==> src/rtl/usb_stat_pkg.sv <==
package usb_stat_pkg;
  localparam int REG_W  = 8;
  localparam int FLAG_N = 5;

  localparam int BIT_STALL   = 0;
  localparam int BIT_BUSY    = 1;
  localparam int BIT_SUSP    = 2;
  localparam int BIT_RESUME  = 3;
  localparam int BIT_EP1_TX  = 5;
  localparam int BIT_EP0_TX  = 6;
  localparam int BIT_EP0_RX  = 7;

  typedef enum logic {FLAG_SET_ONLY = 1'b0, FLAG_RW = 1'b1} flag_kind_e;

  // flag slot -> register bit
  function automatic int flag_pos(int idx);
    case (idx)
      0:       return BIT_STALL;
      1:       return BIT_RESUME;
      2:       return BIT_EP1_TX;
      3:       return BIT_EP0_TX;
      default: return BIT_EP0_RX;
    endcase
  endfunction

  function automatic flag_kind_e flag_kind(int idx);
    return (idx == 0) ? FLAG_RW : FLAG_SET_ONLY;
  endfunction
endpackage

==> src/rtl/usb_idle_timer.sv <==
module usb_idle_timer #(
  parameter int TERM = 750000
) (
  input  logic clk_i,
  input  logic rst_ni,
  input  logic act_i,
  output logic idle_o
);
  localparam int CW = $clog2(TERM + 1);
  localparam logic [CW-1:0] TERM_C = CW'(TERM);

  logic [CW-1:0] cnt_q;

  always_ff @(posedge clk_i or negedge rst_ni) begin
    if (!rst_ni)              cnt_q <= '0;
    else if (act_i)           cnt_q <= '0;
    else if (cnt_q != TERM_C) cnt_q <= cnt_q + 1'b1;
  end

  assign idle_o = (cnt_q == TERM_C);
endmodule

==> src/rtl/usb_stat_flag.sv <==
module usb_stat_flag
  import usb_stat_pkg::*;
#(
  parameter flag_kind_e KIND = FLAG_SET_ONLY
) (
  input  logic clk_i,
  input  logic rst_ni,
  input  logic wr_i,
  input  logic wr_val_i,
  input  logic clr_i,
  output logic q_o
);
  logic q_q;

  always_ff @(posedge clk_i or negedge rst_ni) begin
    if (!rst_ni)     q_q <= 1'b0;
    else if (clr_i)  q_q <= 1'b0;   // hardware clear wins
    else if (wr_i) begin
      if (KIND == FLAG_RW) q_q <= wr_val_i;
      else if (wr_val_i)   q_q <= 1'b1;
    end
  end

  assign q_o = q_q;
endmodule

==> src/rtl/usb_dev_stat_reg.sv <==
module usb_dev_stat_reg
  import usb_stat_pkg::*;
#(
  parameter int CLK_KHZ = 250000,
  parameter int IDLE_US = 3000
) (
  input  logic              clk_i,
  input  logic              rst_ni,
  input  logic              wr_en_i,
  input  logic [REG_W-1:0]  wr_data_i,
  output logic [REG_W-1:0]  rd_data_o,
  input  logic              bus_act_i,
  input  logic              setup_ok_i,
  input  logic              ep0_busy_i,
  input  logic              ep0_rd_done_i,
  input  logic              ep1_rd_done_i,
  input  logic              ep0_wr_done_i,
  output logic              stall_req_o,
  output logic              resume_req_o,
  output logic              ep0_tx_req_o,
  output logic              ep1_tx_req_o
);
  localparam int IDLE_RAW = CLK_KHZ * IDLE_US / 1000;
  localparam int IDLE_CYC = (IDLE_RAW < 1) ? 1 : IDLE_RAW;

  logic              susp;
  logic [FLAG_N-1:0] flag_q;
  logic [FLAG_N-1:0] flag_clr;
  logic              unused_wr;

  assign unused_wr = ^{wr_data_i[4], wr_data_i[2:1]};

  usb_idle_timer #(.TERM(IDLE_CYC)) u_idle (
    .clk_i  (clk_i),
    .rst_ni (rst_ni),
    .act_i  (bus_act_i),
    .idle_o (susp)
  );

  // clear sources per flag slot (see flag_pos)
  assign flag_clr[0] = setup_ok_i;
  assign flag_clr[1] = susp & bus_act_i;   // suspend about to fall
  assign flag_clr[2] = ep1_rd_done_i;
  assign flag_clr[3] = ep0_rd_done_i;
  assign flag_clr[4] = ep0_wr_done_i;

  for (genvar i = 0; i < FLAG_N; i++) begin : g_flag
    localparam int POS = flag_pos(i);
    usb_stat_flag #(.KIND(flag_kind(i))) u_flag (
      .clk_i    (clk_i),
      .rst_ni   (rst_ni),
      .wr_i     (wr_en_i),
      .wr_val_i (wr_data_i[POS]),
      .clr_i    (flag_clr[i]),
      .q_o      (flag_q[i])
    );
  end

  always_comb begin
    rd_data_o = '0;
    for (int i = 0; i < FLAG_N; i++) rd_data_o[flag_pos(i)] = flag_q[i];
    rd_data_o[BIT_BUSY] = ep0_busy_i;
    rd_data_o[BIT_SUSP] = susp;
  end

  assign stall_req_o  = flag_q[0];
  assign resume_req_o = flag_q[1];
  assign ep1_tx_req_o = flag_q[2];
  assign ep0_tx_req_o = flag_q[3];
endmodule

==> config.mk <==
export PLATFORM = sky130hd
export DESIGN_NAME = usb_dev_stat_reg
export DESIGN_NICKNAME = d
export VERILOG_FILES = /design/src/rtl/usb_stat_pkg.sv /design/src/rtl/usb_idle_timer.sv /design/src/rtl/usb_stat_flag.sv /design/src/rtl/usb_dev_stat_reg.sv
export SDC_FILE = /design/constraint.sdc
export NUM_CORES = 1
export LEC_CHECK = 0
export ABC_CLOCK_PERIOD_IN_PS = 2200
export BUFFER_PORTS_ARGS = -buffer_cell sky130_fd_sc_hd__buf_2
export CAP_MARGIN = 20
export CORE_MARGIN = 2
export CORE_UTILIZATION = 53
export DETAILED_ROUTE_END_ITERATION = 8
export GPL_TIMING_DRIVEN = 0
export PLACE_DENSITY_LB_ADDON = 0.08
export SYNTH_ARGS = -nofsm -noshare
export SYNTH_HDL_FRONTEND = slang
export SYNTH_SLANG_ARGS = --single-unit
==> constraint.sdc <==
create_clock -name clk_i -period 2.2 [get_ports clk_i]
set_input_delay 0.11 -clock clk_i [delete_from_list [all_inputs] [get_ports clk_i]]
set_output_delay 0.11 -clock clk_i [all_outputs]
set_load 0.01 [all_outputs]
Word level (Yosys, flattened, before mapping)
Index checks and enable logic that the tools add are counted.
- memories: 0
- word-level logic and storage cells: 40
- output and inout port bits: 12
- bits in read-only memories: 0
- bits in writable memories: 0
- bits in latches: 0
- bits in registers: 25
- reduce and logical (&&, ||, !) cells: 14
- shift-type cells: 0
- mux-type cells: 16
- multipliers: 0
- $lt $le $gt $ge: 0
- add/subtract/negate cells: 1
- divide/modulo/power cells: 0
- bitwise operators: 1
- equal/unequal tests: 2
- operators by type and width (cell ; count):
    2-to-1 mux 20 bit ; 2
    adder 20 x 1 -> 20 bit, second input constant ; 1
    == test 20 bit, second input constant ; 1
    != test 20 bit, second input constant ; 1
    nonzero test 2 bit ; 10
    2-to-1 mux 1 bit ; 14
    AND reduction 2 bit ; 4
    AND 1 bit ; 1

Longest topological paths before layout
- word-level depth: 4
- depth in mapped cells: 6
- mapped depth without buffers: 6

Modules after synthesis
A second synthesis with hierarchy kept.
- cell total of the unflattened synthesis: 138
- area total of the unflattened synthesis: 1290.0 um^2
- by module, submodules not included (module ; area an instance (um^2) ; seq. area each (um^2) ; instances ; cells an instance):
    usb_idle_timer ; 1053.5 ; 500.5 ; 1 ; 114
    usb_stat_flag (g_flag[1].u_flag ...) ; 33.8 ; 25.0 ; 4 ; 3
    usb_dev_stat_reg ; 62.6 ; 0.0 ; 1 ; 9
    usb_stat_flag (g_flag[0].u_flag) ; 38.8 ; 25.0 ; 1 ; 3

Least setup slack after synthesis
No wires, ideal clock.
- kind: reg2reg
- from: register u_idle.cnt_q[5]
- to: register u_idle.cnt_q[19]
- required time: 2.122 ns
- setup slack: 0.394 ns
- cell stages (with the launch flop): 6
- data arrival time: 1.728 ns
- path buffers: 1
- setup time: 0.078 ns
- path through: dfrtp_1 nand3_2 or4_1 buf_2 or4_1 a21oi_1
- longest elaborated chain between the ends: 3
- elaborated cells on any way between the ends: 5
- RTL lines (element ; RTL line ; RTL):
    start: declaration ; usb_idle_timer.sv:12 ; logic [CW-1:0] cnt_q;
    start signal: assignment ; usb_idle_timer.sv:17 ; else if (cnt_q != TERM_C) cnt_q <= cnt_q + 1'b1;
    adder 20 x 1 -> 20 bit ; usb_idle_timer.sv:17 ;
    2-to-1 mux 20 bit ; usb_idle_timer.sv:17 ;
    2-to-1 mux 20 bit ; usb_idle_timer.sv:16 ; else if (act_i) cnt_q <= '0;
Several ways; a longest one is shown, not always the timed one. The select of a mux whose other input is x is not followed.
A chain may end at the register's enable or synchronous reset.

Worst setup path in the final report
- from: register u_idle.cnt_q[0]
- to: output rd_data_o[2]
- longest elaborated chain between the ends: 1
- RTL lines (element ; RTL line ; RTL):
    == test 20 bit ; usb_idle_timer.sv:20 ; assign idle_o = (cnt_q == TERM_C);
    end: declaration ; usb_dev_stat_reg.sv:11 ; output logic [REG_W-1:0] rd_data_o,
No other way between the ends.

==> results_dict.tcl <==
set metrics [dict create \
    synth-xor-area-share_pct 5.95 \
    syn_area_per_cell_sq_um 9.27 \
    switching_share_pct 23.9 \
    rr_endpoint "u_idle.cnt_q[19]$_DFFE_PN0P_" \
    final_util_pct 64.6 \
    outcome "finished clean" \
    path_clk_slew_ps 130 \
    syn_inst 143 \
    num_io_pins 29 \
    cp-start-kind "register" \
    yosys-top-cells-area "dfrtp_1, a21oi_1, buf_4" \
    max_freq_ghz 0.495 \
    drt_iter0_drc 41 \
    vias 1132 \
    max-cap-violations 0 \
    hp-class "input pin to register" \
    cts_buffers 3 \
    antenna_found_initial 0 \
    nNetsFinal 195 \
    placed_cells 196 \
    clock-sinks 25 \
    wire_per_inst_um 13.5 \
    power_density_nw_per_um2 485 \
    switchingPower_uw 182 \
    hpwl_mm 1.98 \
    htreeDepth 1 \
    critPathKind "register to output pin" \
    cts_tree "done" \
    p_int_uw 580 \
    route.detailed.drc 0 \
    tns_ps 0 \
    drt.antenna.violating_nets 0 \
    cp.arrival_ps 1910 \
    rows 18 \
    worst_pin_slew_ps 561 \
    synth_area_sq_um 1330 \
    track_usage_pct 20.8 \
    synth_edf_count 0 \
    clock_latency_ps 310 \
    skew_ps 3.35 \
    period_share_pct 91.9 \
    yosysSeqAreaShare_pct 47.2 \
    ir_drop_uv 335 \
    dp_worst_setup_slack_ps 251 \
    end_kind "output pin" \
    synth_adder_area_share_pct 1.89 \
    grt_overflow 0 \
    yosys_warnings 0 \
    crit_fanout 4 \
    final-instance-count-excl-fill 205 \
    cts_root_buf "clkbuf_4" \
    r2r_start "u_idle.cnt_q[6]$_DFFE_PN0P_" \
    p_leak_uw 0.000683 \
    critPathRequiredTime_ps 2090 \
    die_area_sq_um 2920 \
    nFillCells 190 \
    holdPathStages 3 \
    num_antenna_cells 0 \
    synth_area_leader_cell "dfrtp_1" \
    reg2reg_slack_ps 210 \
    slew_violations 0 \
    layout-drive-gt1-share_pct 23.4 \
    syn_nets 162 \
    holdPathEnd "g_flag[4].u_flag.q_o$_DFFE_PN0P_" \
    max-slew-margin-rel_pct 62.6 \
    async_reset_ff_share_pct 100 \
    synth-simple-area-share_pct 26.1 \
    synth_top_area_share_pct 47.2 \
    postCtsSetupRepairBufs 0 \
    grt_setup_unrepaired "false" \
    synth_mux_area_share_pct 1.61 \
    viasPerCell 5.52 \
    hold_violations 0 \
    grt_first_pass_wirelength_mm 4.28 \
    pwr-share-seq_pct 62.5 \
    synth_compound_area_share_pct 9.82 \
    synth_top_family_by_area "simple AND/OR/NAND/NOR gates" \
    finalWirelength_mm 2.76 \
    fin_crit_ps 2020 \
    synth-seq-cells 25 \
    coreArea_sq_um 2430 \
    reg2reg_depth 5 \
    drt_first_pass_iters 4 \
    grt_max_degree 26 \
    combinationalPowerShare_pct 11.1 \
    die_h_um 54 \
    ys_types 32 \
    finalWeightedCongestion 0.848 \
    grt_pass1_vias 1019 \
    chipWidth_um 54 \
    power.share.clock_pct 26.4 \
    io_buffer_count 23 \
    synthFlopType "dfrtp_1" \
    setup_viol 0 \
    area_growth_pct 18.6 \
    clock_path_buffers 2 \
    layout_setup_ws_ps 178 \
    min_from "wr_data_i[7]" \
    start_util_pct 54.5 \
    crit_start "u_idle.cnt_q[0]$_DFFE_PN0P_" \
]
-- layout by cell type (no fill, tap or decap), drive strengths merged, types with 4 or more instances in the layout --
master,count
buf,32
dfrtp,25
nor2,16
a21oi,15
nand3,9
clkbuf,8
nand4,6
xor2,5
nand2,5
o21ai,5
or4,5
dlygate4sd3,5
inv,4
xnor2,4
nor3,4
o31ai,4
-- metal layers --
metal | routed length, um | share of wire [%] | up-vias | global-route usage (%)
li1 | - | - | 560 | -
met2 | 1350 | 49 | 33 | 37.0
met4 | 29 | 1.1 | 0 | 11.3
met1 | 1240 | 45 | 535 | 23.9
met3 | 136 | 4.9 | 4 | 2.78
met5 | 0 | 0 | - | 0
-- worst max path at each step --
stage / to / cells past startpoint / slack (ps)
after floorplan: u_idle.cnt_q[19]$_DFFE_PN0P_ / 5 / 390
after global placement: u_idle.cnt_q[19]$_DFFE_PN0P_ / 5 / 260
after detailed placement: u_idle.cnt_q[19]$_DFFE_PN0P_ / 5 / 250
after CTS: rd_data_o[2] / 7 / 30
after global routing: rd_data_o[2] / 7 / 9
final: rd_data_o[2] / 7 / 180
-- power by group through the flow --
stage / registers, uW / clock network (uW) / logic [uW]
2_1_floorplan: 486 / 0 / 36.9
3_3_place_gp: 484 / 0 / 73.1
3_5_place_dp: 485 / 0 / 76.8
4_1_cts: 476 / 209 / 83.8
5_1_grt: 478 / 225 / 94.6
6_report: 476 / 201 / 84.8
-- area by class of cell --
| class | count | area (sq um) | share of cell area (%) |
|---|---|---|---|
| Sequential cell | 25 | 626 | 39.8 |
| Multi-Input combinational cell | 101 | 622 | 39.6 |
| Timing Repair Buffer | 28 | 165 | 10.5 |
| Buffer | 13 | 80.1 | 5.10 |
| Tap cell | 30 | 37.5 | 2.39 |
| Clock buffer | 4 | 26.3 | 1.67 |
| Inverter | 4 | 15.0 | 0.955 |
-- flip-flops by register name (all words and copies together), names as in the netlist --
signal,count
g_flag.u_flag.q_o,5
u_idle.cnt_q,20
-- per-stage QoR --
stage                     power, uW  cell area (sq um)  hold WS, ps
final                           762               1570         39.5
after global routing            797               1570         46.8
after CTS                       769               1550         31.5
after detailed placement        562               1480          129
after global placement          557               1480          124
after floorplan                 522               1330         -186
-- kinds of logic (layout without fill, tap and decap cells) --
kind of cell | Yosys count | in the layout
AO/OA/AOI/OAI | 24 | 24
XOR/XNOR | 9 | 9
adder cells (fa/ha/maj) | 2 | 2
buffers and inverters | 17 | 49
flip-flops | 25 | 25
multiplexers | 2 | 2
other | 1 | 1
AND/OR/NAND/NOR | 63 | 63
-- cells in the mapped netlist (2+ instances only) --
master / count
dfrtp_1: 25
nor2_1: 16
a21oi_1: 15
buf_4: 8
nand3_1: 8
nand4_1: 6
nand2_1: 5
o21ai_0: 5
or4_1: 5
xor2_1: 5
clkbuf_1: 4
inv_1: 4
nor3_1: 4
o31ai_1: 4
xnor2_1: 4
and3_1: 3
nor2b_1: 3
and2_1: 2
ha_1: 2
nor4_1: 2
or3_1: 2
-- worst max-delay path, stage by stage (launching register included) --
cell,delay [ps]
dfrtp_1,430
inv_1,100
ha_1,180
nor4bb_4,330
nand4_1,180
nor2_2,160
buf_4,110
buf_2,110
-- repair_timing --
item                                    in CTS  in global routing
endpoints found under the setup margin       0                  1
hold endpoints to repair                    29                  0
gates resized for setup                      0                  3
hold buffers                                 5                  0
Note: power is estimated with default switching activity, not from simulation.
